<file path="src/rtl/prio_irq_pkg.sv">
package prio_irq_pkg;

    localparam int NUM_SRC    = 5;
    localparam int NUM_EXT    = 2;
    localparam int NUM_TMR    = 2;
    localparam int IDX_W      = $clog2(NUM_SRC);
    localparam int VEC_W      = 16;
    localparam int VEC_BASE   = 3;
    localparam int VEC_SHIFT  = 3;

    // Source index assignment (fixed polling order, lowest index wins)
    localparam logic [IDX_W-1:0] SRC_EXT0 = IDX_W'(0);
    localparam logic [IDX_W-1:0] SRC_TMR0 = IDX_W'(1);
    localparam logic [IDX_W-1:0] SRC_EXT1 = IDX_W'(2);
    localparam logic [IDX_W-1:0] SRC_TMR1 = IDX_W'(3);
    localparam logic [IDX_W-1:0] SRC_SER  = IDX_W'(4);

    typedef logic [IDX_W-1:0] src_idx_t;

    // State of the service/arbitration front end
    typedef struct packed {
        logic             req;
        src_idx_t         idx;
        logic             lvl;
        logic [1:0]       isr;
        logic [NUM_TMR-1:0] tclr;
    } ctrl_st_t;

    function automatic logic [VEC_W-1:0] vec_of(input src_idx_t idx);
        return VEC_W'(VEC_BASE) + (VEC_W'(idx) << VEC_SHIFT);
    endfunction

endpackage

</file>
<file path="src/rtl/ext_req_cond.sv">
module ext_req_cond #(
    parameter int SYNC_STAGES = 2
) (
    input  logic clk,
    input  logic rst_n,
    input  logic pin_n,
    input  logic edge_mode,
    input  logic clr,
    output logic flag
);

    typedef struct packed {
        logic [SYNC_STAGES-1:0] sync;
        logic                   prev;
        logic                   flag;
    } cond_st_t;

    cond_st_t st_q, st_d;
    logic     pin_s;
    logic     fall;

    assign pin_s = st_q.sync[SYNC_STAGES-1];
    assign fall  = st_q.prev & ~pin_s;
    assign flag  = st_q.flag;

    always_comb begin
        st_d      = st_q;
        st_d.sync = {st_q.sync[SYNC_STAGES-2:0], pin_n};
        st_d.prev = pin_s;
        if (edge_mode) begin
            if (fall) begin
                st_d.flag = 1'b1;
            end else if (clr) begin
                st_d.flag = 1'b0;
            end
        end else begin
            st_d.flag = ~pin_s;
        end
    end

    always_ff @(posedge clk) begin
        if (!rst_n) begin
            st_q.sync <= '1;
            st_q.prev <= 1'b1;
            st_q.flag <= 1'b0;
        end else begin
            st_q <= st_d;
        end
    end

    // a detected fall in edge mode is latched on the next edge
    a_r9_edge_latch: assert property (@(posedge clk) disable iff (!rst_n)
        (edge_mode && fall) |=> flag);

    // in level mode the flag mirrors the synchronized pin
    a_r10_level_follow: assert property (@(posedge clk) disable iff (!rst_n)
        (!edge_mode) |=> (flag == !$past(pin_s)));

endmodule

</file>
<file path="src/rtl/irq_resolver.sv">
module irq_resolver
    import prio_irq_pkg::*;
#(
    parameter int N = NUM_SRC
) (
    input  logic [N-1:0]     pend,
    input  logic [N-1:0]     en,
    input  logic [N-1:0]     lvl,
    input  logic             glb,
    input  logic [1:0]       isr,
    output logic             grant,
    output logic [IDX_W-1:0] gidx,
    output logic             glvl
);

    logic [N-1:0]     elig;
    logic [N-1:0]     hi_set;
    logic [N-1:0]     lo_set;
    logic             hi_any;
    logic             lo_any;
    logic [IDX_W-1:0] hi_idx;
    logic [IDX_W-1:0] lo_idx;

    always_comb begin
        elig   = pend & en & {N{glb}};
        hi_set = elig & lvl;
        lo_set = elig & ~lvl;
        hi_any = 1'b0;
        lo_any = 1'b0;
        hi_idx = '0;
        lo_idx = '0;
        for (int i = N - 1; i >= 0; i--) begin
            if (hi_set[i]) begin
                hi_any = 1'b1;
                hi_idx = IDX_W'(i);
            end
            if (lo_set[i]) begin
                lo_any = 1'b1;
                lo_idx = IDX_W'(i);
            end
        end
        grant = 1'b0;
        gidx  = '0;
        glvl  = 1'b0;
        if (hi_any && !isr[1]) begin
            grant = 1'b1;
            gidx  = hi_idx;
            glvl  = 1'b1;
        end else if (lo_any && (isr == 2'b00)) begin
            grant = 1'b1;
            gidx  = lo_idx;
            glvl  = 1'b0;
        end
    end

endmodule

</file>
<file path="src/rtl/prio_irq_ctrl.sv">
module prio_irq_ctrl
    import prio_irq_pkg::*;
#(
    parameter int SYNC_STAGES = 2
) (
    input  logic               clk,
    input  logic               rst_n,
    input  logic               glb_en,
    input  logic [NUM_SRC-1:0] src_en,
    input  logic [NUM_SRC-1:0] src_lvl,
    input  logic [NUM_EXT-1:0] ext_pin_n,
    input  logic [NUM_EXT-1:0] ext_edge,
    input  logic [NUM_TMR-1:0] tmr_flag,
    input  logic               ser_rx_done,
    input  logic               ser_tx_done,
    input  logic               cpu_ack,
    input  logic               cpu_reti,
    output logic               irq_req,
    output logic [VEC_W-1:0]   irq_vec,
    output logic [NUM_EXT-1:0] ext_flag,
    output logic [NUM_TMR-1:0] tmr_clr
);

    localparam src_idx_t EXT_IDX [NUM_EXT] = '{SRC_EXT0, SRC_EXT1};
    localparam src_idx_t TMR_IDX [NUM_TMR] = '{SRC_TMR0, SRC_TMR1};

    ctrl_st_t           st_q, st_d;
    logic               ack_fire;
    logic [NUM_EXT-1:0] ext_clr;
    logic [NUM_SRC-1:0] pend;
    logic               grant;
    src_idx_t           gidx;
    logic               glvl;

    assign ack_fire = cpu_ack & st_q.req;

    // External request conditioning, one per pin
    for (genvar k = 0; k < NUM_EXT; k++) begin : g_ext
        assign ext_clr[k] = ack_fire && (st_q.idx == EXT_IDX[k]);
        ext_req_cond #(
            .SYNC_STAGES (SYNC_STAGES)
        ) u_cond (
            .clk       (clk),
            .rst_n     (rst_n),
            .pin_n     (ext_pin_n[k]),
            .edge_mode (ext_edge[k]),
            .clr       (ext_clr[k]),
            .flag      (ext_flag[k])
        );
    end

    always_comb begin
        pend           = '0;
        pend[SRC_EXT0] = ext_flag[0];
        pend[SRC_TMR0] = tmr_flag[0];
        pend[SRC_EXT1] = ext_flag[1];
        pend[SRC_TMR1] = tmr_flag[1];
        pend[SRC_SER]  = ser_rx_done | ser_tx_done;
    end

    irq_resolver #(
        .N (NUM_SRC)
    ) u_res (
        .pend  (pend),
        .en    (src_en),
        .lvl   (src_lvl),
        .glb   (glb_en),
        .isr   (st_q.isr),
        .grant (grant),
        .gidx  (gidx),
        .glvl  (glvl)
    );

    always_comb begin
        st_d = st_q;
        // return retires the highest active level
        if (cpu_reti) begin
            if (st_q.isr[1]) begin
                st_d.isr[1] = 1'b0;
            end else begin
                st_d.isr[0] = 1'b0;
            end
        end
        if (ack_fire) begin
            st_d.isr[st_q.lvl] = 1'b1;
        end
        for (int t = 0; t < NUM_TMR; t++) begin
            st_d.tclr[t] = ack_fire && (st_q.idx == TMR_IDX[t]);
        end
        st_d.req = grant & ~ack_fire;
        if (grant && !ack_fire) begin
            st_d.idx = gidx;
            st_d.lvl = glvl;
        end
    end

    always_ff @(posedge clk) begin
        if (!rst_n) begin
            st_q <= '0;
        end else begin
            st_q <= st_d;
        end
    end

    assign irq_req = st_q.req;
    assign irq_vec = st_q.req ? vec_of(st_q.idx) : '0;
    assign tmr_clr = st_q.tclr;

    // presented vectors lie on the legal grid
    a_r2_vec_legal: assert property (@(posedge clk) disable iff (!rst_n)
        irq_req |-> (irq_vec[VEC_SHIFT-1:0] == VEC_SHIFT'(VEC_BASE)
                     && (irq_vec >> VEC_SHIFT) < VEC_W'(NUM_SRC)));

    // global disable silences the following request
    a_r3_glb_block: assert property (@(posedge clk) disable iff (!rst_n)
        !$past(glb_en) |-> !irq_req);

    // nothing is raised while level 1 was in service
    a_r7_l1_blocks: assert property (@(posedge clk) disable iff (!rst_n)
        $past(st_q.isr[1]) |-> !irq_req);

    // acceptance always enters a level
    a_r7_ack_enters: assert property (@(posedge clk) disable iff (!rst_n)
        ack_fire |=> (st_q.isr != 2'b00));

    // return from nested service leaves level 0 only
    a_r8_reti_nested: assert property (@(posedge clk) disable iff (!rst_n)
        (cpu_reti && !ack_fire && st_q.isr == 2'b11) |=> (st_q.isr == 2'b01));

    // at most one timer clear strobe at a time
    a_r11_strobe_single: assert property (@(posedge clk) disable iff (!rst_n)
        $onehot0(tmr_clr));

endmodule

</file>
<file path="config.mk">
export PLATFORM = sky130hd
export DESIGN_NAME = prio_irq_ctrl
export DESIGN_NICKNAME = d
export VERILOG_FILES = /design/src/rtl/prio_irq_pkg.sv /design/src/rtl/ext_req_cond.sv /design/src/rtl/irq_resolver.sv /design/src/rtl/prio_irq_ctrl.sv
export SDC_FILE = /design/constraint.sdc
export NUM_CORES = 1
export LEC_CHECK = 0
export BUFFER_PORTS_ARGS = -buffer_cell sky130_fd_sc_hd__buf_4
export CAP_MARGIN = 5
export CORE_UTILIZATION = 48
export CTS_BUF_LIST = sky130_fd_sc_hd__clkbuf_8
export DETAILED_ROUTE_END_ITERATION = 8
export PLACE_DENSITY = 0.93
export SYNTH_ARGS = -nofsm -noshare
export SYNTH_HDL_FRONTEND = slang
export SYNTH_SLANG_ARGS = --single-unit
</file>
<file path="constraint.sdc">
create_clock -name clk -period 1.7 [get_ports clk]
set_input_delay 0.34 -clock clk [delete_from_list [all_inputs] [get_ports clk]]
set_output_delay 0.34 -clock clk [all_outputs]
set_load 0.01 [all_outputs]
</file>
==> impl_metrics.toml <==
[synth]
synth_area_leaders = "dfxtp_1 34%, buf_4 13%, nand2b_1 4.3%"
synth_cell_types = 38
ys_async_sr_fraction = 0
synth_top_area_share = 0.338
synth_edf_count = 0
yosys-top-cells-count = "18 x buf_4, 17 x dfxtp_1, 10 x nand2_1, 7 x inv_1, 7 x nand2b_1"
synth_ff_type = "dfxtp_1"
yosysSeqAreaShare = 0.338
synthesis.area_mm2 = 0.00101
yosysMostFrequentCell = "buf_4"
syn_inst = 115
ys_seq_elements = 17
ys_warn_count = 0
avgSynthCellArea_um2 = 8.76
yosysTopAreaCell = "dfxtp_1"

[die]
row_count = 16
die_area_mm2 = 0.00229
pin_count = 44
start_util = 0.513
die_w_um = 47.8
core_area_mm2 = 0.00196
die_y_um = 47.8

[global_routing]
grt_start_max_net_pins = 18
antenna_found_initial = 0
grt_pass1_wl_um = 3210
grt_usage = 0.200
overflow = 0
first_global_vias = 818

[sta]
setup_ws_ns = 0.371
finalHoldViolCount = 0
fmax_mhz = 753
fin_crit_sh = 0.781
skew_ns = 0.00193
setup_viol = 0
period_needed_ns = 1.33
slew_viol_final = 0
rsz0062_at_grt = "false"
tns_ns = 0

[clock_network]
hold_buffers = 0
cts_buffers = 3
clock_path_buffers = 2
cts-root-buf = "clkbuf_8"
htreeDepth = 1
cts_tree = "yes"
cts_setup_buffers = 0
path_clk_slew_ns = 0.06
cts_resized = 0
clkLatencyLatePin_ns = 0.24
clock_sink_count = 17

[drt]
drc = 0
ant_nets = 0
wl_per_cell_um = 11.4
routed_wl_um = 1930
drt_pre_antenna_iters = 4
first_iter_violations = 12
vias = 856
viasPerCell = 5.07

[setup_path]
path_class = "reg -> reg"
r2r_setup_slack_ns = 0.37
path_cells = "a21oi_1, o311ai_2, nand2_2, mux2i_1"
path_buf_inv = 0
end_kind = "register"
startpoint_type = "register"
critPathMaxStageDelay_ns = 0.37
cp_top_family = "compound AO/OA/AOI/OAI gates"
cp_slowest_cell = "dfxtp_1"
path_max_fanout = 9
arrival_ns = 1.50
required_ns = 1.87

[cells_and_area]
fillers = 167
antenna_cells = 0
syn2layout_area_growth_pct = 20.9
layout-drive-gt1-share = 0.324
design_area_mm2 = 0.00122
nets = 166

[min_path]
hold_path.class = "in -> reg"

[placement]
gp_congestion = 0.817
dp_slack_ns = 0.188
portBuffers = 32
dpl_cell_area_mm2 = 0.00117
hpwl_um = 1580

[run_status]
status = "finished clean"

[pwr]
power.density_mw_per_mm2 = 725
p_leak_nw = 0.572
ir_drop_v = 0.000618

[flow_run]
max_cap_viol_count = 0
per-stage QoR:
step                      power, mW  hold WS, ns  std cells   util
after floorplan               0.560        0.386        125      -
after global placement        0.602        0.390        165  0.598
after detailed placement      0.609        0.396        165  0.598
after CTS                     0.892        0.272        169  0.621
after global routing          0.935        0.276        169  0.621
final                         0.883        0.277        169  0.621
layout by cell type, fill, tap and decap left out, types with 2 or more instances in the layout:
| cell type | n |
|---|---|
| conb_1 | 11 |
| dfxtp_1 | 17 |
| and2_1 | 5 |
| clkbuf_8 | 3 |
| inv_1 | 8 |
| nor4_1 | 2 |
| o21ai_0 | 5 |
| nand2b_1 | 7 |
| a21oi_1 | 4 |
| nand4b_2 | 2 |
| a31oi_1 | 2 |
| nand4_1 | 4 |
| nand3_1 | 2 |
| mux2i_1 | 2 |
| nand2_2 | 3 |
| nand2_1 | 10 |
| nor2b_1 | 2 |
| buf_4 | 32 |
| nand4b_1 | 2 |
final timing paths:
| check | depth (start not counted) | start | end |
|---|---|---|---|
| min | 2 | ext_pin_n[0] | g_ext[0].u_cond.st_d[3] |
| max | 4 | irq_req | st_q[7] |
| max reg2reg | 4 | irq_req | st_q[7] |
| min reg2reg | 1 | g_ext[0].u_cond.st_d[3] | g_ext[0].u_cond.pin_s |
worst reg2reg max path, cell delays in order, from the launching register on:
cell and delay (ns):
dfxtp_1 0.37, a21oi_1 0.37, o311ai_2 0.19, nand2_2 0.14, mux2i_1 0.18
kinds of logic (layout without fill, tap and decap cells):
logic type | count (synthesis) | after routing | synth area share
multiplexers | 2 | 2 | 0.0199
AND/OR/NAND/NOR | 47 | 47 | 0.294
other | 1 | 11 | 0.00372
flip-flops | 17 | 17 | 0.338
buffers and inverters | 26 | 43 | 0.171
AO/OA/AOI/OAI | 22 | 22 | 0.173
per-layer routing:
metal / track usage / part of all wire / wire length [um] / vias to the layer above
li1: - / - / - / 435
met5: 0 / 0 / 0 / -
met4: 0.0556 / 0.012 / 24 / 0
met3: 0.0642 / 0.076 / 146 / 4
met1: 0.192 / 0.38 / 740 / 369
met2: 0.400 / 0.53 / 1020 / 48
where the power goes:
part	switching [mW]	internal, mW
clock network	0.122	0.160
registers	0.0179	0.418
logic	0.0819	0.0836
total	0.222	0.661
cell type report:
type	instances	area (um2)	area share
Multi-Input combinational cell	82	532	0.437
Sequential cell	17	340	0.280
Timing Repair Buffer	32	240	0.197
Clock buffer	3	41.3	0.0339
Tap cell	27	33.8	0.0277
Inverter	7	26.3	0.0216
Clock inverter	1	3.75	0.00308
registers in the layout (all words and copies together), names as in the netlist:
signal / flops
g_ext.u_cond.flag: 2
g_ext.u_cond.pin_s: 2
g_ext.u_cond.st_d: 2
g_ext.u_cond.st_q: 2
irq_req: 1
st_q: 6
tmr_clr: 2
Power figures use the tool's default switching activity.
